## config.mk

```make
export PLATFORM = sky130hd
export DESIGN_NAME = stop_clk_gen
export DESIGN_NICKNAME = d
export VERILOG_FILES = /design/src/rtl/scg_pkg.sv /design/src/rtl/scg_cfg.sv /design/src/rtl/scg_phase.sv /design/src/rtl/scg_stats.sv /design/src/rtl/stop_clk_gen.sv
export SDC_FILE = /design/constraint.sdc
export NUM_CORES = 1
export LEC_CHECK = 0
export BUFFER_PORTS_ARGS = -buffer_cell sky130_fd_sc_hd__buf_2
export CAP_MARGIN = 20
export CORE_MARGIN = 4
export CORE_UTILIZATION = 64
export DETAILED_ROUTE_END_ITERATION = 6
export GPL_TIMING_DRIVEN = 1
export PLACE_DENSITY_LB_ADDON = 0.2
export SETUP_SLACK_MARGIN = 0.1
export SLEW_MARGIN = 20
export SYNTH_ARGS = -nofsm -noshare
export SYNTH_HDL_FRONTEND = slang
export SYNTH_SLANG_ARGS = --single-unit
```

## constraint.sdc

```tcl
create_clock -name clk_ref -period 6.5 [get_ports clk_ref]
set_clock_uncertainty 0.15 [all_clocks]
set_input_delay 0.325 -clock clk_ref [delete_from_list [all_inputs] [get_ports clk_ref]]
set_output_delay 0.325 -clock clk_ref [all_outputs]
set_load 0.02 [all_outputs]
```

## src/rtl/scg_pkg.sv

```systemverilog
package scg_pkg;
  parameter int unsigned DLY_W = 8;
  parameter int unsigned PER_W = DLY_W + 2;

  typedef logic [DLY_W-1:0] dly_t;
  typedef logic [PER_W-1:0] per_t;

  typedef struct packed {
    dly_t high;
    dly_t low;
    dly_t spec;
    dly_t ext;
    dly_t samp;
  } tcfg_t;

  function automatic per_t wid(input dly_t v);
    return PER_W'(v);
  endfunction
endpackage

```

## src/rtl/scg_cfg.sv

```systemverilog
module scg_cfg
  import scg_pkg::*;
#(
  parameter int SPEC_MAX = 12,
  parameter int RST_HIGH = 4,
  parameter int RST_LOW  = 4,
  parameter int RST_SPEC = 6,
  parameter int RST_EXT  = 3,
  parameter int RST_SAMP = 2
) (
  input  logic  clk,
  input  logic  rst_n,
  input  logic  ld_i,
  input  tcfg_t new_i,
  input  logic  bound_i,
  output tcfg_t act_o,
  output logic  rej_o
);
  localparam tcfg_t RST_CFG = '{
    high: DLY_W'(RST_HIGH), low: DLY_W'(RST_LOW), spec: DLY_W'(RST_SPEC),
    ext: DLY_W'(RST_EXT), samp: DLY_W'(RST_SAMP)};
  localparam per_t SPEC_LIM = PER_W'(SPEC_MAX);

  tcfg_t act_q, act_n, pend_q, pend_n;
  logic  pv_q, pv_n, rej_q, rej_n, ok;

  always_comb begin
    ok = (new_i.high != '0) && (new_i.low != '0) && (new_i.spec != '0) &&
         (new_i.ext != '0) && (new_i.samp < new_i.high) &&
         (wid(new_i.spec) <= SPEC_LIM) &&
         (wid(new_i.spec) < wid(new_i.high) + wid(new_i.low));
    act_n  = act_q;
    pend_n = pend_q;
    pv_n   = pv_q;
    if (bound_i && pv_q) begin
      act_n = pend_q;
      pv_n  = 1'b0;
    end
    if (ld_i && ok) begin
      pend_n = new_i;
      pv_n   = 1'b1;
    end
    rej_n = ld_i && !ok;
  end

  always_ff @(posedge clk or negedge rst_n) begin
    if (!rst_n) begin
      act_q  <= RST_CFG;
      pend_q <= RST_CFG;
      pv_q   <= 1'b0;
      rej_q  <= 1'b0;
    end else begin
      act_q  <= act_n;
      pend_q <= pend_n;
      pv_q   <= pv_n;
      rej_q  <= rej_n;
    end
  end

  assign act_o = act_q;
  assign rej_o = rej_q;

  a_r8_act_legal: assert property (@(posedge clk) disable iff (!rst_n)
    (act_q.samp < act_q.high) && (act_q.low != '0) && (act_q.spec != '0) &&
    (act_q.ext != '0) && (wid(act_q.spec) <= SPEC_LIM));

  a_r9_swap_at_bound: assert property (@(posedge clk) disable iff (!rst_n)
    !bound_i |=> $stable(act_q));
endmodule

```

## src/rtl/scg_phase.sv

```systemverilog
module scg_phase
  import scg_pkg::*;
(
  input  logic  clk,
  input  logic  rst_n,
  input  logic  meta_i,
  input  logic  err_i,
  input  tcfg_t act_i,
  output logic  lclk_o,
  output logic  shc_o,
  output logic  esmp_o,
  output logic  bound_o,
  output logic  eq_o
);
  per_t ph_q, ph_n, plen;
  logic str_q, str_n, eq_q, eq_n;
  logic run, last;

  always_comb begin
    run  = !meta_i;
    plen = wid(act_i.high) + wid(act_i.low) + (str_q ? wid(act_i.ext) : '0);
    last = (ph_q == plen - per_t'(1));
    ph_n = ph_q;
    if (run) ph_n = last ? '0 : ph_q + per_t'(1);
    eq_n = eq_q;
    if (run && (ph_q == wid(act_i.samp))) eq_n = err_i;
    str_n = str_q;
    if (run && last) str_n = eq_q;
  end

  always_ff @(posedge clk or negedge rst_n) begin
    if (!rst_n) begin
      ph_q  <= '0;
      str_q <= 1'b0;
      eq_q  <= 1'b0;
    end else begin
      ph_q  <= ph_n;
      str_q <= str_n;
      eq_q  <= eq_n;
    end
  end

  assign lclk_o  = ph_q < wid(act_i.high);
  assign shc_o   = run && (ph_q == wid(act_i.spec));
  assign esmp_o  = run && (ph_q == wid(act_i.samp));
  assign bound_o = run && last;
  assign eq_o    = eq_q;

  a_r7_freeze_phase: assert property (@(posedge clk) disable iff (!rst_n)
    meta_i |=> $stable(ph_q));

  a_r2_phase_in_range: assert property (@(posedge clk) disable iff (!rst_n)
    ph_q < plen);

  a_r4_sample_only_at_strobe: assert property (@(posedge clk) disable iff (!rst_n)
    !esmp_o |=> $stable(eq_q));
endmodule

```

## src/rtl/scg_stats.sv

```systemverilog
module scg_stats #(
  parameter int CNT_W = 16
) (
  input  logic             clk,
  input  logic             rst_n,
  input  logic             bound_i,
  input  logic             eq_i,
  output logic [CNT_W-1:0] cyc_o,
  output logic [CNT_W-1:0] ecnt_o
);
  logic [CNT_W-1:0] cyc_q, cyc_n, ecnt_q, ecnt_n;

  always_comb begin
    cyc_n  = cyc_q;
    ecnt_n = ecnt_q;
    if (bound_i) begin
      cyc_n = cyc_q + CNT_W'(1);
      if (eq_i) ecnt_n = ecnt_q + CNT_W'(1);
    end
  end

  always_ff @(posedge clk or negedge rst_n) begin
    if (!rst_n) begin
      cyc_q  <= '0;
      ecnt_q <= '0;
    end else begin
      cyc_q  <= cyc_n;
      ecnt_q <= ecnt_n;
    end
  end

  assign cyc_o  = cyc_q;
  assign ecnt_o = ecnt_q;

  a_r10_cyc_hold: assert property (@(posedge clk) disable iff (!rst_n)
    !bound_i |=> $stable(cyc_q));

  a_r5_ecnt_hold: assert property (@(posedge clk) disable iff (!rst_n)
    !(bound_i && eq_i) |=> $stable(ecnt_q));
endmodule

```

## src/rtl/stop_clk_gen.sv

```systemverilog
module stop_clk_gen
  import scg_pkg::*;
#(
  parameter int SPEC_MAX = 12,
  parameter int CNT_W    = 16,
  parameter int RST_HIGH = 4,
  parameter int RST_LOW  = 4,
  parameter int RST_SPEC = 6,
  parameter int RST_EXT  = 3,
  parameter int RST_SAMP = 2
) (
  input  logic             clk_ref,
  input  logic             rst_n,
  input  logic             meta,
  input  logic             err,
  input  logic             cfg_ld,
  input  logic [DLY_W-1:0] cfg_high,
  input  logic [DLY_W-1:0] cfg_low,
  input  logic [DLY_W-1:0] cfg_spec,
  input  logic [DLY_W-1:0] cfg_ext,
  input  logic [DLY_W-1:0] cfg_samp,
  output logic             lclk,
  output logic             shadow_close,
  output logic             err_sample,
  output logic             cfg_reject,
  output logic [CNT_W-1:0] cyc_count,
  output logic [CNT_W-1:0] err_count
);
  logic [1:0] rs_q;
  logic       rst_s;
  tcfg_t      new_cfg, act_cfg;
  logic       bound, eq;

  always_ff @(posedge clk_ref or negedge rst_n) begin
    if (!rst_n) rs_q <= 2'b00;
    else        rs_q <= {rs_q[0], 1'b1};
  end
  assign rst_s = rs_q[1];

  assign new_cfg = '{high: cfg_high, low: cfg_low, spec: cfg_spec,
                     ext: cfg_ext, samp: cfg_samp};

  scg_cfg #(
    .SPEC_MAX(SPEC_MAX), .RST_HIGH(RST_HIGH), .RST_LOW(RST_LOW),
    .RST_SPEC(RST_SPEC), .RST_EXT(RST_EXT), .RST_SAMP(RST_SAMP)
  ) u_cfg (
    .clk(clk_ref), .rst_n(rst_s), .ld_i(cfg_ld), .new_i(new_cfg),
    .bound_i(bound), .act_o(act_cfg), .rej_o(cfg_reject)
  );

  scg_phase u_phase (
    .clk(clk_ref), .rst_n(rst_s), .meta_i(meta), .err_i(err),
    .act_i(act_cfg), .lclk_o(lclk), .shc_o(shadow_close),
    .esmp_o(err_sample), .bound_o(bound), .eq_o(eq)
  );

  scg_stats #(.CNT_W(CNT_W)) u_stats (
    .clk(clk_ref), .rst_n(rst_s), .bound_i(bound), .eq_i(eq),
    .cyc_o(cyc_count), .ecnt_o(err_count)
  );
endmodule

```

==> metrics.log <==
[metrics] outcome: completed
[metrics] via count of the first global-routing pass: around 5.5k
[metrics] EDFF count, synth: 0
[metrics] maximum number of buffers from clock root to sink: 2
[metrics] number of diodes: 0
[metrics] critical path launch point type: register
[metrics] most frequently used flop master after synthesis: sky130_fd_sc_hd__dfrtp_1
[metrics] vias per inst: about 5.8
[metrics] clock sinks: 128
[metrics] area taken by flip-flops and latches: 3220 um^2
[metrics] combinational share of power: ~15%
[metrics] port buffer count: 80
[metrics] PwrDens: approximately 260 nW/um^2
[metrics] fill cell instance count of the final layout: 673
[metrics] nets in the synthesized netlist: 743
[metrics] utilization of the core after routing: between 70 and 80%
[metrics] Buffers & Inverters on Critical Path: 1
[metrics] cell area after placement: just under 8000 um^2
[metrics] Die Footprint: ~13,000 um^2
[metrics] vertical die dimension: around 110 um
[metrics] RSZ-0062 raised after global routing: false
[metrics] Hold WS: between 0.04 and 0.05 ns
[metrics] cell repeated most along the worst path: sky130_fd_sc_hd__ha_1
[metrics] slew of the pin with the lowest slew margin: around 0.96 ns
[metrics] H-tree Lvls: 4
[metrics] overflow left after global routing: 0
[metrics] kind of capture point of the worst setup path: register
[metrics] pin count of the biggest net entering global routing: 85
[metrics] initial detailed-routing violation count: 343
[metrics] Period minus WS final: between 5 and 6 ns
[metrics] Residual DRC: 0
[metrics] Internal: 0.00161 W
[metrics] CTS tree: done
[metrics] post-DR wirelength/cell: 18.0 um
[metrics] number of antenna violations at the first check in global routing: 0
[metrics] latest clock arrival within the worst-skew pair: roughly 0.53 ns
[metrics] Synth Instances: between 600 and 700
[metrics] family of cells with the greatest summed delay on the critical path: simple AND/OR/NAND/NOR gates
[metrics] data arrival at the endpoint of the critical path: 5.51 ns
[metrics] half-perimeter wire length after placement: between 10 and 15 mm
[metrics] slowest stage delay, CP: roughly 0.81 ns
[metrics] total clock buffers created by CTS: 17
[metrics] P_leak: 4.40 nW
[metrics] ordered cell list for the critical path: ha_1, fa_1, a21oi_1, o21bai_1, a21o_1, a21oi_1, xor2_1, ha_1, inv_1, ha_1, a21o_1, a2111oi_4, nor3_1, or4_4, or4_1, nor4_1, xor2_1
[metrics] Slew Limit Headroom: between 30% and 40%
[metrics] first-pass GRT wire length: 27.4 mm
[metrics] Yosys warnings: 0
[metrics] clock network fraction of total power: ~41%
[metrics] first-pass iteration count of the detailed router: 4
[metrics] Data required, critical path: 6.80 ns
[metrics] number of ports placed on the die boundary: just over 80
[metrics] worst vdd rail ir drop: 0.245 mV
[metrics] number of distinct library cells after synthesis: 47
[metrics] remaining antenna violation count after routing: 0
[metrics] summed area of non-filler cells in the final layout: ~8700 um^2
[metrics] highest achievable clock rate: about 190 MHz
[metrics] layout overhead on the synthesized area: 20.7%
[metrics] row cnt: 38
[metrics] max-cap violation count: 0
[metrics] horizontal die dimension: between 100 and 150 um
[metrics] final wirelength: ~16 mm
[metrics] share of synthesized registers carrying an async set or reset: 100%
[metrics] Slowest-stage cell, CP: sky130_fd_sc_hd__or4_1
[metrics] mean post-synth cell area: 11.2 um^2
[metrics] share of synthesized area occupied by flip-flops and latches: around 45%
[metrics] post-CTS setup repair buffer count: 0
[metrics] count of final setup violators: 0
[metrics] Seq cells post-synth: 128
[metrics] overall fraction of global-route tracks in use: a little over a quarter
[metrics] CP max FO: 16
[metrics] initial core utilization: between 60% and 70%
[metrics] core footprint: 10,900 um^2
[metrics] class of the most critical hold timing path: in -> reg
[metrics] sequential power share: between 40% and 50%
[metrics] Tcrit/Tclk final: 80.2%
[metrics] worst setup timing slack at the placement stage: approximately 1.3 ns
[metrics] placer congestion estimate: just under 0.9
[metrics] synthesized cell area: between 7000 and 8000 um^2
[metrics] final hold violation count: 0
[metrics] Worst Setup Slack, final: about 1.3 ns
[metrics] clock-pin slew on the worst setup and hold paths: around 0.060 ns
[metrics] Worst Path Class, Setup: reg -> reg
[metrics] share of layout cells above drive strength 1: around 28%
[metrics] Sw Share: roughly 28%
[metrics] multi-input gate area in the final layout: 3700 um^2
[metrics] total net switching power: just over 0.0006 W
[metrics] via count: roughly 5.2k
[metrics] CTS Root Cell: sky130_fd_sc_hd__clkbuf_8
[metrics] count of final max-slew check failures: 0
[metrics] final-stage net count: 860
[metrics] Final TNS setup: 0 ns
## layout by cell type, fill, tap and decap left out, drive strengths merged, types with 20 or more instances in the layout
| cell type | instances |
|---|---|
| nand3 | 22 |
| a21oi | 25 |
| xnor2 | 33 |
| xor2 | 41 |
| mux2 | 79 |
| dlygate4sd3 | 40 |
| a21o | 20 |
| ha | 56 |
| dfrtp | 114 |
| nand2 | 29 |
| buf | 84 |
| inv | 47 |
## metal layers
layer  global-route usage [%]  routed length, um
met4                     8.39                263
met3                     6.15                752
met5                        0                  0
met1                     34.1               6880
met2                     46.8               8460
## worst paths after layout
path | startpoint | end | slack, ns | cells after the start
worst max register to register | u_cfg.act_o[32]$_DFFE_PN0P_ | u_stats.ecnt_o[14]$_DFFE_PN0P_ | 1.29 | 17
max in group asynchronous | rs_q[1]$_DFF_PN0_ | u_cfg.pend_q[10]$_DFFE_PN0P_ | 4.90 | 1
worst max-delay path | u_cfg.act_o[32]$_DFFE_PN0P_ | u_stats.ecnt_o[14]$_DFFE_PN0P_ | 1.29 | 17
worst min register to register | rs_q[1]$_DFF_PN0_ | u_stats.ecnt_o[15]$_DFFE_PN0P_ | 0.18 | 0
min in group asynchronous | rs_q[1]$_DFF_PN0_ | u_stats.ecnt_o[15]$_DFFE_PN0P_ | 0.18 | 0
worst min-delay path | meta | u_phase.ph_q[1]$_DFFE_PN0N_ | 0.05 | 3
## metrics by stage
step | cells | total power [W]
global placement | 837 | 0.00127
global route | 909 | 0.00234
detailed placement | 837 | 0.00130
CTS | 909 | 0.00224
floorplan | 639 | 0.00119
finish | 909 | 0.00223
## synth_stat cells, types with 4 or more instances
master                     instances  area share, %
sky130_fd_sc_hd__xor2_1           41            5.0
sky130_fd_sc_hd__and2_1            5           0.44
sky130_fd_sc_hd__nand2_1          29            1.5
sky130_fd_sc_hd__a21o_1           20            2.1
sky130_fd_sc_hd__nor4_1           14            1.2
sky130_fd_sc_hd__nand4_1          18            1.6
sky130_fd_sc_hd__buf_2             5           0.35
sky130_fd_sc_hd__o21a_1            5           0.52
sky130_fd_sc_hd__nor3_1            8           0.56
sky130_fd_sc_hd__clkbuf_1         20            1.0
sky130_fd_sc_hd__o21ai_0          10           0.70
sky130_fd_sc_hd__nor2_1           13           0.68
sky130_fd_sc_hd__a21oi_1          25            1.7
sky130_fd_sc_hd__and3_1           10           0.87
sky130_fd_sc_hd__xnor2_1          33            4.0
sky130_fd_sc_hd__mux2_2           78             12
sky130_fd_sc_hd__nor2b_1           6           0.52
sky130_fd_sc_hd__inv_1            42            2.2
sky130_fd_sc_hd__dfrtp_1         114             40
sky130_fd_sc_hd__nand2b_1          4           0.35
sky130_fd_sc_hd__o211ai_1          4           0.42
sky130_fd_sc_hd__dfstp_2          14            5.1
sky130_fd_sc_hd__nand3_1          22            1.5
sky130_fd_sc_hd__a211oi_1          4           0.42
sky130_fd_sc_hd__ha_1             56            9.8
## state kept, by name, indices dropped and copies added (netlist names)
name,count
u_phase.ph_q,10
u_cfg.rej_o,1
rs_q,2
u_cfg.pv_q,1
u_cfg.pend_q,40
u_phase.eq_o,1
u_cfg.act_o,40
u_stats.ecnt_o,16
u_phase.str_q,1
u_stats.cyc_o,16
## timing repair
item                      in CTS  in global routing
gates resized for setup        0                  0
hold buffers                  40                  0
hold endpoints to repair      40                  0
## worst min-delay path: stages
cell	delay [ns]
sky130_fd_sc_hd__buf_2	0.18
sky130_fd_sc_hd__nand2_1	0.09
sky130_fd_sc_hd__o21ai_0	0.08
## cells by family after synthesis
logic type      Yosys count  synth area share [%]
simple gates            147                  11.3
flops                   128                  44.8
compound gates           83                  8.08
mux                      79                  12.4
xor+xnor                 74                  9.02
buf+inv                  68                  3.75
fa+ha+maj                59                  10.6
other cells               1                0.0522
## cell type report
type,count,area share [%]
clock inverter,14,1.82
clock buffer,18,4.82
inverter,42,1.82
timing repair buffer,124,9.62
sequential,128,37.2
tap,140,2.02
multi-input combinational,443,42.7
## power by group through the flow
stage	combinational, W	sequential, W	clock (W)
detailed placement	0.000300	0.000996	0
global route	0.000366	0.000997	0.000979
CTS	0.000326	0.000985	0.000934
floorplan	0.000257	0.000937	0
finish	0.000328	0.000987	0.000920
global placement	0.000283	0.000992	0
Power figures use the tool's default switching activity.
